$ cat config.mk
export PLATFORM = sky130hd
export DESIGN_NAME = cmdtimer_top
export DESIGN_NICKNAME = d
export VERILOG_FILES = /design/src/rtl/cmdtimer_pkg.sv /design/src/rtl/cmdtimer_regs.sv /design/src/rtl/cmdtimer_count.sv /design/src/rtl/cmdtimer_top.sv
export SDC_FILE = /design/constraint.sdc
export NUM_CORES = 1
export LEC_CHECK = 0
export BUFFER_PORTS_ARGS = -buffer_cell sky130_fd_sc_hd__buf_2
export CORE_UTILIZATION = 47
export CTS_CLUSTER_SIZE = 24
export DETAILED_ROUTE_END_ITERATION = 8
export GPL_TIMING_DRIVEN = 0
export HOLD_SLACK_MARGIN = 0.03
export PLACE_DENSITY = 0.76
export SYNTH_ARGS = -nofsm -noshare
export SYNTH_HDL_FRONTEND = slang
export SYNTH_SLANG_ARGS = --single-unit
$ cat constraint.sdc
create_clock -name clk -period 2.3 [get_ports clk]
set_clock_uncertainty 0.05 [all_clocks]
set_input_delay 0.46 -clock clk [delete_from_list [all_inputs] [get_ports clk]]
set_output_delay 0.46 -clock clk [all_outputs]
set_load 0.005 [all_outputs]
$ cat src/rtl/cmdtimer_pkg.sv
package cmdtimer_pkg;

    typedef enum logic [2:0] {
        CMD_NONE      = 3'd0,
        CMD_RESTART   = 3'd1,
        CMD_HALT      = 3'd2,
        CMD_FORCE_UPD = 3'd3,
        CMD_RSYNC     = 3'd4,
        CMD_DMA       = 3'd5
    } cmd_e;

    localparam int CTRL_W    = 8;
    localparam int CMD_LSB   = 5;
    localparam int BIT_ONESH = 2;
    localparam int BIT_LOCK  = 1;
    localparam int BIT_DOWN  = 0;

    typedef struct packed {
        logic oneshot;
        logic lock;
        logic down;
    } flags_t;

    function automatic logic cmd_is_valid(input logic [2:0] code);
        return (code >= 3'd1) && (code <= 3'd5);
    endfunction

endpackage

$ cat src/rtl/cmdtimer_regs.sv
module cmdtimer_regs
    import cmdtimer_pkg::*;
(
    input  logic              clk,
    input  logic              rst_n,
    input  logic              tick,
    input  logic              wr_set,
    input  logic              wr_clr,
    input  logic [CTRL_W-1:0] wr_data,
    output flags_t            flags,
    output cmd_e              pend_cmd
);

    typedef struct packed {
        cmd_e   cmd;
        flags_t fl;
    } regs_t;

    regs_t r_d, r_q;
    logic  unused_rsvd;

    assign unused_rsvd = ^wr_data[4:3];

    always_comb begin
        r_d = r_q;
        // the pending command is consumed by the tick that runs it
        if (tick) begin
            r_d.cmd = CMD_NONE;
        end
        if (wr_clr) begin
            if (wr_data[BIT_ONESH]) r_d.fl.oneshot = 1'b0;
            if (wr_data[BIT_LOCK])  r_d.fl.lock    = 1'b0;
            if (wr_data[BIT_DOWN])  r_d.fl.down    = 1'b0;
        end
        // set applied after clear: set wins when both strobes coincide
        if (wr_set) begin
            if (wr_data[BIT_ONESH]) r_d.fl.oneshot = 1'b1;
            if (wr_data[BIT_LOCK])  r_d.fl.lock    = 1'b1;
            if (wr_data[BIT_DOWN])  r_d.fl.down    = 1'b1;
            if (cmd_is_valid(wr_data[CTRL_W-1:CMD_LSB])) begin
                r_d.cmd = cmd_e'(wr_data[CTRL_W-1:CMD_LSB]);
            end
        end
    end

    always_ff @(posedge clk) begin
        if (!rst_n) begin
            r_q <= '{cmd: CMD_NONE, fl: '0};
        end else begin
            r_q <= r_d;
        end
    end

    assign flags    = r_q.fl;
    assign pend_cmd = r_q.cmd;

endmodule

$ cat src/rtl/cmdtimer_count.sv
module cmdtimer_count
    import cmdtimer_pkg::*;
#(
    parameter int CNT_W = 8
) (
    input  logic             clk,
    input  logic             rst_n,
    input  logic             tick,
    input  cmd_e             cmd,
    input  flags_t           flags,
    input  logic [CNT_W-1:0] period,
    output logic [CNT_W-1:0] count,
    output logic             running,
    output logic             ovf,
    output logic             unf,
    output logic             upd,
    output logic             rsync,
    output logic             dma
);

    localparam logic [CNT_W-1:0] CNT_ZERO = '0;
    localparam logic [CNT_W-1:0] CNT_ONE  = CNT_W'(1);

    typedef struct packed {
        logic [CNT_W-1:0] cnt;
        logic             run;
        logic             ovf;
        logic             unf;
        logic             upd;
        logic             rsync;
        logic             dma;
    } state_t;

    state_t s_d, s_q;
    logic   wrap;

    always_comb begin
        s_d       = s_q;
        s_d.ovf   = 1'b0;
        s_d.unf   = 1'b0;
        s_d.upd   = 1'b0;
        s_d.rsync = 1'b0;
        s_d.dma   = 1'b0;
        wrap      = 1'b0;
        if (tick) begin
            case (cmd)
                CMD_RESTART: begin
                    s_d.cnt = flags.down ? period : CNT_ZERO;
                    s_d.run = 1'b1;
                end
                CMD_HALT: begin
                    s_d.run = 1'b0;
                end
                default: begin
                    s_d.upd   = (cmd == CMD_FORCE_UPD);
                    s_d.rsync = (cmd == CMD_RSYNC);
                    s_d.dma   = (cmd == CMD_DMA);
                    if (s_q.run) begin
                        if (!flags.down) begin
                            if (s_q.cnt >= period) begin
                                s_d.cnt = CNT_ZERO;
                                s_d.ovf = 1'b1;
                                wrap    = 1'b1;
                            end else begin
                                s_d.cnt = s_q.cnt + CNT_ONE;
                            end
                        end else begin
                            if (s_q.cnt == CNT_ZERO) begin
                                s_d.cnt = period;
                                s_d.unf = 1'b1;
                                wrap    = 1'b1;
                            end else begin
                                s_d.cnt = s_q.cnt - CNT_ONE;
                            end
                        end
                        if (wrap) begin
                            if (flags.oneshot) s_d.run = 1'b0;
                            if (!flags.lock)   s_d.upd = 1'b1;
                        end
                    end
                end
            endcase
        end
    end

    always_ff @(posedge clk) begin
        if (!rst_n) begin
            s_q <= '0;
        end else begin
            s_q <= s_d;
        end
    end

    assign count   = s_q.cnt;
    assign running = s_q.run;
    assign ovf     = s_q.ovf;
    assign unf     = s_q.unf;
    assign upd     = s_q.upd;
    assign rsync   = s_q.rsync;
    assign dma     = s_q.dma;

endmodule

$ cat src/rtl/cmdtimer_top.sv
module cmdtimer_top
    import cmdtimer_pkg::*;
#(
    parameter int CNT_W = 8
) (
    input  logic             clk,
    input  logic             rst_n,
    input  logic             tick,
    input  logic [CNT_W-1:0] period,
    input  logic             wr_set,
    input  logic             wr_clr,
    input  logic [7:0]       wr_data,
    output logic [7:0]       ctrl_rd,
    output logic [CNT_W-1:0] count,
    output logic             running,
    output logic             ovf_pulse,
    output logic             unf_pulse,
    output logic             upd_req,
    output logic             rsync_done,
    output logic             dma_trig
);

    flags_t flags;
    cmd_e   pend_cmd;

    cmdtimer_regs u_regs (
        .clk      (clk),
        .rst_n    (rst_n),
        .tick     (tick),
        .wr_set   (wr_set),
        .wr_clr   (wr_clr),
        .wr_data  (wr_data),
        .flags    (flags),
        .pend_cmd (pend_cmd)
    );

    cmdtimer_count #(.CNT_W(CNT_W)) u_count (
        .clk     (clk),
        .rst_n   (rst_n),
        .tick    (tick),
        .cmd     (pend_cmd),
        .flags   (flags),
        .period  (period),
        .count   (count),
        .running (running),
        .ovf     (ovf_pulse),
        .unf     (unf_pulse),
        .upd     (upd_req),
        .rsync   (rsync_done),
        .dma     (dma_trig)
    );

    assign ctrl_rd = {pend_cmd, 2'b00, flags.oneshot, flags.lock, flags.down};

endmodule

==> impl_metrics.json <==
{
  "reg2reg_depth": 6,
  "synth_warnings": 0,
  "ys_ff_latch": 20,
  "ys.flop_type": "dfxtp_1",
  "grt.total_usage_pct": 24.2,
  "place.gp.congestion": 0.967,
  "clockPowerShare_pct": 22.1,
  "power_frac_seq_pct": 49.1,
  "post-route-period-util_pct": 97.3,
  "clock_sink_count": 20,
  "core_mm2": 0.00310,
  "dpl_cell_area_mm2": 0.00181,
  "syn-cell-area_mm2": 0.00156,
  "rsz0062_at_grt": "false",
  "endpoint_kind": "flop",
  "grt_max_degree": 11,
  "min_from": "wr_data[5]",
  "drc": 0,
  "grt_pass1_wl_um": 6510,
  "dp_cells": 285,
  "cts_root_buf": "clkbuf_4",
  "clockBufferDepth": 2,
  "holdPathStages": 3,
  "grt_pass1_vias": 1444,
  "num_antenna_cells": 0,
  "yosysMostFrequentCell": "nand2_1",
  "synth_area_leaders": "dfxtp_1, ha_1, nand2_1",
  "cp.arrival_ns": 2.39,
  "worst-path-max-fanout": 10,
  "post_drt_wl_per_cell_um": 13.8,
  "rrSetupSlack_ns": 0.06,
  "viasPerCell": 5.77,
  "cts_max_level": 1,
  "gr-total-overflow": 0,
  "ctsHoldBuffers": 0,
  "power_density_mw_per_mm2": 398,
  "critPathRequiredTime_ns": 2.46,
  "fin_cells": 294,
  "synth_edf_count": 0,
  "final_area_mm2": 0.00191,
  "drv_cap": 0,
  "p_comb_share_pct": 28.8,
  "fin_util_pct": 61.5,
  "antenna_left": 0,
  "status": "finished clean",
  "min-delay-path-class": "primary input to flop",
  "p_leak_nw": 0.852,
  "die_h_um": 59.7,
  "switching_share_pct": 31.8,
  "firstDrtPassIters": 5,
  "synthArstFlopShare_pct": 0,
  "nFillCells": 315,
  "p_int_w": 0.000517,
  "slew_viol_final": 0,
  "place_hpwl_um": 3060,
  "drive_gt1_share_pct": 26.4,
  "yosys.area.top_type_share_pct": 25.6,
  "initialDrtViolationCount": 82,
  "cts_tree": "yes",
  "dp_slack_ns": -0.306,
  "worstReg2RegStart": "u_count.count[1]",
  "max_slew_margin_pct": 61.9,
  "hold_end": "u_regs.pend_cmd[0]",
  "crit_type": "flop to flop",
  "max_freq_mhz": 447,
  "port_buffers": 37,
  "clock_latency_ns": 0.30,
  "placementRows": 20,
  "yosysSeqAreaShare_pct": 25.6,
  "hold_ws_ns": 0.365,
  "antenna_found_initial": 0,
  "p_sw_w": 0.000242,
  "cts_buffers": 3,
  "die_w_um": 59.7,
  "die_area_mm2": 0.00356,
  "fin_crit_ns": 2.24,
  "setup_slack_ns": 0.0616,
  "ioPinCount": 43,
  "start_util_pct": 50.4,
  "clkTransAtPathRegs_ns": 0.11,
  "synth_area_leader_cell": "dfxtp_1",
  "final_hold_viol_count": 0,
  "syn_area_per_cell_um2": 7.70,
  "vias": 1697,
  "synth_common_cells": "nand2_1, dfxtp_1, nor2_1",
  "fin_nets": 284,
  "wl_um": 4070,
  "ir_drop_mv": 0.284,
  "setup_viol": 0,
  "synthCells": 203,
  "worst_pin_slew_ns": 0.567,
  "rr_endpoint": "u_count.count[0]",
  "synthToLayoutAreaGrowth_pct": 22.1,
  "start_kind": "flop",
  "synth_cell_type_count": 52
}
critical path: stages (launching register included):
cell and delay [ns]:
dfxtp_1 0.54, ha_1 0.34, a2111oi_4 0.42, o31a_2 0.19
o21a_1 0.14, nand4_1 0.14, a311oi_2 0.33
routing by layer:
layer  wire length [µm]  track usage [%]  part of all wire, %  up-vias
met5                  0                0                    0        -
met4                 78             6.64                  1.9        0
met3                356             4.11                  8.7       10
met2               1810             39.0                   44       81
met1               1830             33.2                   45      756
li1                   -                -                    -      850
worst max path at each step:
stage / start / endpoint / slack (ns)
CTS: u_count.count[0] / u_count.count[0] / 0.001
finish: u_count.count[1] / u_count.count[0] / 0.06
floorplan: u_count.count[0] / u_count.count[7] / 0.04
detailed placement: u_count.count[0] / u_count.count[4] / -0.31
global placement: u_count.count[0] / u_count.count[4] / -0.33
global route: u_count.count[1] / u_count.count[0] / 0.004
power groups by stage:
stage | clock, W | combinational (W) | sequential (W)
finish | 0.000168 | 0.000219 | 0.000373
detailed placement | 0 | 0.000194 | 0.000381
floorplan | 0 | 0.000133 | 0.000379
global placement | 0 | 0.000191 | 0.000381
CTS | 0.000173 | 0.000202 | 0.000373
global route | 0.000186 | 0.000240 | 0.000375
sequential cells by signal, summed over array words and instances, names as in the netlist:
signal / cells
u_count.count: 8
u_regs.flags: 3
u_regs.pend_cmd: 3
u_count.dma: 1
u_count.ovf: 1
u_count.rsync: 1
u_count.running: 1
u_count.unf: 1
u_count.upd: 1
cells by family after synthesis:
logic type,synth area share [%]
DFF,25.6
adders and majority gates,8.81
and+or+nand+nor,28.9
buffers and inverters,6.64
AOI/OAI and AO/OA,28.1
other,0.240
xor gates and xnor gates,1.68
placed cells by master (no fill, tap or decap), types with 4 or more instances in the layout:
cell type  count
buf_2         39
nand2_1       21
o41ai_1        4
clkbuf_1       8
and3_1         5
nor2_1        20
nor3_1         6
o21ai_0       10
buf_4          7
nand3_1        7
a21oi_1        8
dfxtp_1       18
nand4_1        6
o211ai_1       4
ha_1          11
inv_1         11
nor2b_1        5
final cells by class:
class                           count  area (µm²)  share of cell area (%)
Multi-Input combinational cell    159        1070                    56.3
Clock buffer                        3        22.5                    1.18
Sequential cell                    20         405                    21.2
Tap cell                           44        55.1                    2.89
Buffer                             13        60.1                    3.15
Timing Repair Buffer               43         243                    12.7
Inverter                           12        48.8                    2.56
stage by stage:
stage / power, W / TNS (ns)
2_1_floorplan: 0.000513 / 0
3_3_place_gp: 0.000573 / -1.84
3_5_place_dp: 0.000576 / -1.60
4_1_cts: 0.000748 / 0
5_1_grt: 0.000801 / 0
6_report: 0.000759 / 0
repair_timing:
| item | CTS | global route |
|---|---|---|
| buffers inserted | 2 | 4 |
| pin swaps | 1 | 3 |
| endpoints found under the setup margin | 8 | 7 |
| hold endpoints to repair | 0 | 0 |
| resized for setup | 2 | 6 |
(Power assumes the default switching activity.)
